## config.mk

```make
export PLATFORM = sky130hd
export DESIGN_NAME = idpage_lockable
export DESIGN_NICKNAME = d
export VERILOG_FILES = /design/src/rtl/idp_pkg.sv /design/src/rtl/idp_stage.sv /design/src/rtl/idp_store.sv /design/src/rtl/idp_ctrl.sv /design/src/rtl/idpage_lockable.sv
export SDC_FILE = /design/constraint.sdc
export NUM_CORES = 2
export LEC_CHECK = 0
export ABC_AREA = 1
export BUFFER_PORTS_ARGS = -buffer_cell sky130_fd_sc_hd__buf_2
export CAP_MARGIN = 30
export CORE_ASPECT_RATIO = 0.7
export CORE_MARGIN = 2
export CORE_UTILIZATION = 45
export CTS_BUF_LIST = sky130_fd_sc_hd__clkbuf_8
export DETAILED_ROUTE_END_ITERATION = 8
export PLACE_DENSITY = 0.66
export SLEW_MARGIN = 15
export SYNTH_ARGS = -nofsm -noshare
export SYNTH_HDL_FRONTEND = slang
export SYNTH_SLANG_ARGS = --single-unit
```

## constraint.sdc

```tcl
create_clock -name clk -period 4 [get_ports clk]
set_input_delay 0.2 -clock clk [delete_from_list [all_inputs] [get_ports clk]]
set_output_delay 0.2 -clock clk [all_outputs]
set_load 0.005 [all_outputs]
```

## src/rtl/idp_pkg.sv

```systemverilog
package idp_pkg;
  // Type field in the select byte that addresses the identification page
  localparam logic [3:0] ID_TYPE = 4'b1011;
  // Address bit that separates page writes (0) from the lock command (1)
  localparam int LOCK_ADDR_BIT = 10;
  // Data bit that must be set for the lock command to take effect
  localparam int LOCK_DATA_BIT = 1;
endpackage

```

## src/rtl/idp_stage.sv

```systemverilog
module idp_stage #(
  parameter int PAGE = 128,
  parameter int DW   = 8,
  localparam int PW  = $clog2(PAGE)
) (
  input  logic          clk,
  input  logic          rst,
  input  logic          clr,
  input  logic          we,
  input  logic [PW-1:0] waddr,
  input  logic [DW-1:0] wdata,
  input  logic [PW-1:0] raddr,
  output logic [DW-1:0] rdata,
  output logic          rhit
);
  logic [DW-1:0]   buf_q [PAGE];
  logic [PAGE-1:0] vmask_q;

  always_ff @(posedge clk) begin
    if (we) buf_q[waddr] <= wdata;
  end

  always_ff @(posedge clk) begin
    if (rst || clr) vmask_q <= '0;
    else if (we)    vmask_q[waddr] <= 1'b1;
  end

  assign rdata = buf_q[raddr];
  assign rhit  = vmask_q[raddr];
endmodule

```

## src/rtl/idp_store.sv

```systemverilog
module idp_store #(
  parameter int PAGE = 128,
  parameter int DW   = 8,
  localparam int PW  = $clog2(PAGE)
) (
  input  logic          clk,
  input  logic          rst,
  input  logic          we,
  input  logic [PW-1:0] waddr,
  input  logic [DW-1:0] wdata,
  input  logic          rd_en,
  input  logic [PW-1:0] raddr,
  input  logic          force_ff,
  output logic          rd_vld,
  output logic [DW-1:0] rd_data
);
  logic [DW-1:0]   mem_q [PAGE];
  logic [PAGE-1:0] written_q;

  always_ff @(posedge clk) begin
    if (we) mem_q[waddr] <= wdata;
  end

  always_ff @(posedge clk) begin
    if (rst) begin
      written_q <= '0;
      rd_vld    <= 1'b0;
      rd_data   <= '1;
    end else begin
      if (we) written_q[waddr] <= 1'b1;
      rd_vld <= rd_en;
      if (rd_en)
        rd_data <= (force_ff || !written_q[raddr]) ? '1 : mem_q[raddr];
    end
  end

  AST_LOCKED_READ_FF: assert property (@(posedge clk) disable iff (rst)
    rd_en && force_ff |=> rd_vld && (rd_data == {DW{1'b1}}));
endmodule

```

## src/rtl/idp_ctrl.sv

```systemverilog
module idp_ctrl
  import idp_pkg::*;
#(
  parameter int PAGE     = 128,
  parameter int DW       = 8,
  parameter int AW       = 16,
  parameter int BUSY_CYC = 160,   // must be at least PAGE
  localparam int PW      = $clog2(PAGE),
  localparam int CW      = $clog2(BUSY_CYC + 1)
) (
  input  logic          clk,
  input  logic          rst,
  input  logic          start,
  input  logic          sel_vld,
  input  logic [3:0]    sel_type,
  input  logic          sel_rnw,
  input  logic          addr_vld,
  input  logic [AW-1:0] addr,
  input  logic          wr_vld,
  input  logic [DW-1:0] wr_data,
  input  logic          rd_req,
  input  logic          stop,
  output logic          ack_vld,
  output logic          ack,
  output logic          busy,
  output logic          locked,
  output logic          stg_clr,
  output logic          stg_we,
  output logic [PW-1:0] stg_waddr,
  output logic [PW-1:0] stg_raddr,
  input  logic          stg_rhit,
  output logic          str_we,
  output logic [PW-1:0] str_waddr,
  output logic          rd_en,
  output logic [PW-1:0] rd_addr
);
  localparam logic [CW-1:0] LAST  = CW'(BUSY_CYC - 1);
  localparam logic [CW-1:0] PAGEC = CW'(PAGE);

  logic          active, rnw, islock, have, lockpend;
  logic [PW-1:0] ptr;
  logic [CW-1:0] cnt;
  logic          id_sel, addr_go, wr_go, rd_go;

  assign id_sel  = sel_vld && (sel_type == ID_TYPE);
  assign addr_go = addr_vld && active && !rnw;
  assign wr_go   = wr_vld && active && !rnw;
  assign rd_go   = rd_req && active && rnw;

  // staging and commit walk
  assign stg_clr   = addr_go || (start && !busy);
  assign stg_we    = wr_go && !locked && !islock;
  assign stg_waddr = ptr;
  assign stg_raddr = cnt[PW-1:0];
  assign str_we    = busy && (cnt < PAGEC) && stg_rhit;
  assign str_waddr = cnt[PW-1:0];
  assign rd_en     = rd_go;
  assign rd_addr   = ptr;

  always_ff @(posedge clk) begin
    if (rst) begin
      active <= 1'b0; rnw <= 1'b0; islock <= 1'b0; have <= 1'b0;
      lockpend <= 1'b0; busy <= 1'b0; locked <= 1'b0;
      cnt <= '0; ptr <= '0; ack_vld <= 1'b0; ack <= 1'b0;
    end else begin
      ack_vld <= 1'b0;
      ack     <= 1'b0;
      if (busy) begin
        if (cnt == LAST) begin
          busy     <= 1'b0;
          cnt      <= '0;
          lockpend <= 1'b0;
          if (lockpend) locked <= 1'b1;
        end else begin
          cnt <= cnt + 1'b1;
        end
      end
      if (start) begin
        active <= 1'b0;
        have   <= 1'b0;
        if (!busy) lockpend <= 1'b0;
      end
      if (id_sel) begin
        ack_vld <= 1'b1;
        ack     <= !busy;
        active  <= !busy;
        rnw     <= sel_rnw;
        if (!busy) begin
          have     <= 1'b0;
          lockpend <= 1'b0;
        end
      end else if (sel_vld) begin
        active <= 1'b0;
      end
      if (addr_go) begin
        ack_vld <= 1'b1;
        ack     <= 1'b1;
        ptr     <= addr[PW-1:0];
        islock  <= addr[LOCK_ADDR_BIT];
      end
      if (wr_go) begin
        ack_vld <= 1'b1;
        ack     <= !locked;
        if (!locked) begin
          have <= 1'b1;
          if (islock) begin
            if (!have) lockpend <= wr_data[LOCK_DATA_BIT];
          end else begin
            ptr <= ptr + 1'b1;
          end
        end
      end
      if (rd_go) ptr <= ptr + 1'b1;
      if (stop) begin
        active <= 1'b0;
        if (active && !rnw && have) begin
          busy <= 1'b1;
          cnt  <= '0;
        end
      end
    end
  end

  AST_BUSY_SELECT_NACK: assert property (@(posedge clk) disable iff (rst)
    id_sel && busy |=> ack_vld && !ack);
  AST_ADDR_ALWAYS_ACK: assert property (@(posedge clk) disable iff (rst)
    addr_go |=> ack_vld && ack);
  AST_LOCKED_DATA_NACK: assert property (@(posedge clk) disable iff (rst)
    wr_go && locked |=> ack_vld && !ack);
  AST_LOCK_STICKY: assert property (@(posedge clk) disable iff (rst)
    locked |=> locked);
  AST_LOCK_AT_COMMIT_END: assert property (@(posedge clk) disable iff (rst)
    $rose(locked) |-> $fell(busy));
  AST_BUSY_BOUND: assert property (@(posedge clk) disable iff (rst)
    busy |-> cnt <= LAST);
endmodule

```

## src/rtl/idpage_lockable.sv

```systemverilog
module idpage_lockable #(
  parameter int PAGE     = 128,
  parameter int DW       = 8,
  parameter int AW       = 16,
  parameter int BUSY_CYC = 160,
  localparam int PW      = $clog2(PAGE)
) (
  input  logic          clk,
  input  logic          rst,
  input  logic          start,
  input  logic          sel_vld,
  input  logic [3:0]    sel_type,
  input  logic          sel_rnw,
  input  logic          addr_vld,
  input  logic [AW-1:0] addr,
  input  logic          wr_vld,
  input  logic [DW-1:0] wr_data,
  input  logic          rd_req,
  input  logic          stop,
  output logic          ack_vld,
  output logic          ack,
  output logic          rd_vld,
  output logic [DW-1:0] rd_data,
  output logic          busy,
  output logic          locked
);
  logic          stg_clr, stg_we, stg_rhit, str_we, rd_en;
  logic [PW-1:0] stg_waddr, stg_raddr, str_waddr, rd_addr;
  logic [DW-1:0] stg_rdata;

  idp_ctrl #(.PAGE(PAGE), .DW(DW), .AW(AW), .BUSY_CYC(BUSY_CYC)) u_ctrl (
    .clk, .rst, .start, .sel_vld, .sel_type, .sel_rnw, .addr_vld, .addr,
    .wr_vld, .wr_data, .rd_req, .stop, .ack_vld, .ack, .busy, .locked,
    .stg_clr, .stg_we, .stg_waddr, .stg_raddr, .stg_rhit,
    .str_we, .str_waddr, .rd_en, .rd_addr
  );

  idp_stage #(.PAGE(PAGE), .DW(DW)) u_stage (
    .clk, .rst, .clr(stg_clr), .we(stg_we), .waddr(stg_waddr),
    .wdata(wr_data), .raddr(stg_raddr), .rdata(stg_rdata), .rhit(stg_rhit)
  );

  idp_store #(.PAGE(PAGE), .DW(DW)) u_store (
    .clk, .rst, .we(str_we), .waddr(str_waddr), .wdata(stg_rdata),
    .rd_en, .raddr(rd_addr), .force_ff(locked), .rd_vld, .rd_data
  );
endmodule

```

==> results.md <==
* Status: finished clean
* Clk root buf: clkbuf_8
* Worst reg2reg endpoint: u_store.mem_q[113][6]$_DFFE_PP_
* Final core utilization at 51.3%
* Final setup vio count at 0
* Synthesized cell area at 95700 µm²
* CTS sink cnt at 2337
* Final hold vios at 0
* Layout Area Growth over Synthesis at 13.1%
* Sequential area share after synthesis at 70.3%
* First-pass GRT wire length at 412 mm
* Max-cap viol count at 0
* Std-Cell Rows at 141
* Longest Clk Path Bufs at 4
* Library cells used by synthesis at 49
* GRT Total Usage at 25.6%
* Total Die Area at 216000 µm²
* Synth Instances at 8790
* Proportion of layout cells with a drive suffix above 1 at 12.2%
* Slew margin rel. at 23.0%
* Setup slack, reg-to-reg at 0.08 ns
* Starting Density at 45.3%
* Slew @ Worst Pin at 1.16 ns
* Crit start category: flop
* H-tree depth at 5
* # DRC at 0
* RSZ-0062 raised after global routing: false
* Worst r2r src: u_ctrl.cnt[2]$_SDFF_PP0_
* CTS tree: built
* Grt total ovfl at 0
* Hold Crit Class: input port to flop
* Placed instance count at 11600
* Via count at 67600
* Worst EP arrival at 4.58 ns
* Iter 0 DRT Violations at 10400
* Leakage at 41.5 nW
* TritonRoute pass-1 iters at 8
* Peak supply drop at 328 µV
* Clk pin slew, worst setup/hold paths at 0.07 ns
* Initial antenna violation count at 3
* Final Skew at 0.0927 ns
* Fin Setup TNS at 0 ns
* Worst EP required at 4.66 ns
* Core Region at 211000 µm²
* Worst-path maximum fanout at 23
* PD cells at 419 nW/µm²
* Routed WL at 284 mm
* Pin count of the biggest net entering global routing at 141
* Vias/cell at 5.51
* I/O pin total at 50
* Kind of critical path: flop to flop
* Die Ht at 390 µm
* Period minus WS final at 3.92 ns
* Final Slew Violations at 0
* Fmax at 255 MHz
* CTS Buf Count at 345
* Crit path launch: u_ctrl.cnt[2]$_SDFF_PP0_
* Clock insertion delay at the later pin of the skew report at 1.00 ns
* WL/cell at 23.1 µm
* # port buffers at 41
* Worst r2r path cells at 13
* Fin nets at 9231
* Period utilization at 98.0%
* Post-route insts no fill at 12300
* Hpwl dp at 176 mm
* Antenna Nets Post-Route at 0
* Crit path capture: u_store.mem_q[113][6]$_DFFE_PP_
* Routability cong. at 0.959
* Post-CTS setup buffer count at 0
* Syn nets at 8829
* Synthesis-stage register bit count at 2337
* Avg Inst Size Synth at 10.9 µm²
* Ys Warns at 0
* Vias in the first global route at 63000
* Crit end category: flop
* Chip width at 555 µm
## critical path, stage by stage, from the launching register on
cell and delay, ns:
dfxtp_1 0.55, buf_4 0.24, nor2_8 0.10, nand2_4 0.11, buf_6 0.38, buf_4 0.28
o2111ai_1 0.14, o21ai_0 0.37, nand2_1 0.10, nand2_1 0.08, nand3_1 0.29, a21oi_1 0.33
nand2_4 0.26, buf_4 0.32
## layer usage
layer | part of all wire (%) | vias up | track usage (%)
li1 | - | 30300 | -
met1 | 43 | 32700 | 39.3
met2 | 41 | 4013 | 35.3
met3 | 13 | 508 | 6.42
met4 | 3.0 | 2 | 7.66
met5 | 0.0046 | - | 0
## per-stage QoR
stage | power, W | instance area (µm²) | worst slack [ns] | hold WS [ns]
after floorplan | 0.0270 | 95700 | 0.290 | 0.278
after global placement | 0.0273 | 101000 | 0.238 | 0.388
after detailed placement | 0.0273 | 101000 | 0.185 | 0.395
after CTS | 0.0455 | 108000 | 0.173 | 0.0206
after global routing | 0.0466 | 108000 | 0.0598 | 0.131
final | 0.0454 | 108000 | 0.0802 | 0.158
## logic make-up (layout without fill, tap and decap cells)
kind of cell | after synthesis | count (layout) | share of synthesized area, %
other cells | 0 | 4 | 0
buf+inv | 1036 | 1719 | 4.67
compound gates | 904 | 904 | 5.92
simple gates | 4506 | 4506 | 19.0
fa+ha+maj | 2 | 2 | 0.0261
xor+xnor | 5 | 5 | 0.0458
flops | 2337 | 2337 | 70.3
## worst min path at each step
stage / from / to / cells after the start
after floorplan: stop / u_ctrl.active$_SDFFE_PP0P_ / 1
after global placement: stop / u_ctrl.active$_SDFFE_PP0P_ / 2
after detailed placement: stop / u_ctrl.active$_SDFFE_PP0P_ / 2
after CTS: sel_vld / u_ctrl.active$_SDFFE_PP0P_ / 5
after global routing: sel_vld / u_ctrl.active$_SDFFE_PP0P_ / 5
final: sel_vld / u_ctrl.active$_SDFFE_PP0P_ / 5
## synthesized netlist by cell type (all sizes together)
cell type | count | area share, %
a211oi | 12 | 0.094
xor2 | 4 | 0.037
nor3b | 1 | 0.0078
a21oi | 375 | 2.4
nand4 | 103 | 0.67
a31oi | 4 | 0.026
nor2 | 647 | 2.6
or2 | 7 | 0.046
nand3 | 280 | 2.0
ha | 2 | 0.026
a221oi | 30 | 0.27
a22o | 34 | 0.31
nor3 | 5 | 0.026
dfxtp | 289 | 6.0
a22oi | 81 | 0.64
inv | 588 | 2.3
buf | 254 | 1.6
o21ai | 288 | 1.5
nand3b | 7 | 0.055
xnor2 | 1 | 0.0092
a32o | 2 | 0.021
clkinv | 1 | 0.0039
nand2 | 3454 | 14
o211ai | 8 | 0.063
clkbuf | 193 | 0.76
o2111ai | 63 | 0.58
edfxtp | 2048 | 64
and2 | 1 | 0.0065
o31ai | 5 | 0.039
o2bb2ai | 1 | 0.0092
o22ai | 1 | 0.0065
and3 | 1 | 0.0065
## sequential cells by signal (all words and copies together), names as in the netlist
register,cells
u_ctrl.busy,1
u_store.mem_q,1024
u_store.written_q,128
u_store.rd_vld,1
u_ctrl.islock,1
u_ctrl.have,1
u_ctrl.ack_vld,1
u_ctrl.active,1
u_ctrl.cnt,8
u_store.rd_data,8
u_ctrl.rd_addr,7
u_ctrl.lockpend,1
u_stage.vmask_q,128
u_ctrl.rnw,1
u_ctrl.locked,1
u_stage.buf_q,1024
u_ctrl.ack,1
## cell type report
class | count | area [µm²]
Antenna cell | 4 | 10.0
Clock buffer | 386 | 5310
Clock inverter | 242 | 1180
Fill cell | 18000 | 103000
Inverter | 589 | 2250
Multi-Input combinational cell | 5417 | 24100
Sequential cell | 2337 | 67300
Tap cell | 2788 | 3490
Timing Repair Buffer | 502 | 4620
## placed cells by master, fill, tap and decap left out, types with 11 or more instances in the layout
cell	instances
clkinv_1	58
a211oi_1	12
nand3_2	110
buf_12	64
a21oi_2	100
buf_2	32
dfxtp_1	285
inv_1	715
edfxtp_1	2048
a22o_1	34
nand3_1	170
o21ai_1	81
buf_4	361
nand4_1	103
clkbuf_8	386
a221oi_1	30
dlygate4sd3_1	42
o21ai_0	207
o2111ai_1	63
a22oi_1	81
nor2_1	627
clkinv_2	27
nand2_4	11
a21oi_1	275
nand2_1	3439
## power by group
part	internal (W)	leakage [nW]	switching, W
registers	0.0263	20.7	0.00000335
clock network	0.00925	3.82	0.00933
logic	0.000101	17.0	0.000418
total	0.0356	41.5	0.00975
## timing repair
action                                  4_1_cts  5_1_grt
hold buffers                                 42        0
endpoints found under the hold margin       533        0
gates resized for setup                       0        1
endpoints found under the setup margin        0        7
Power figures use the tool's default switching activity.
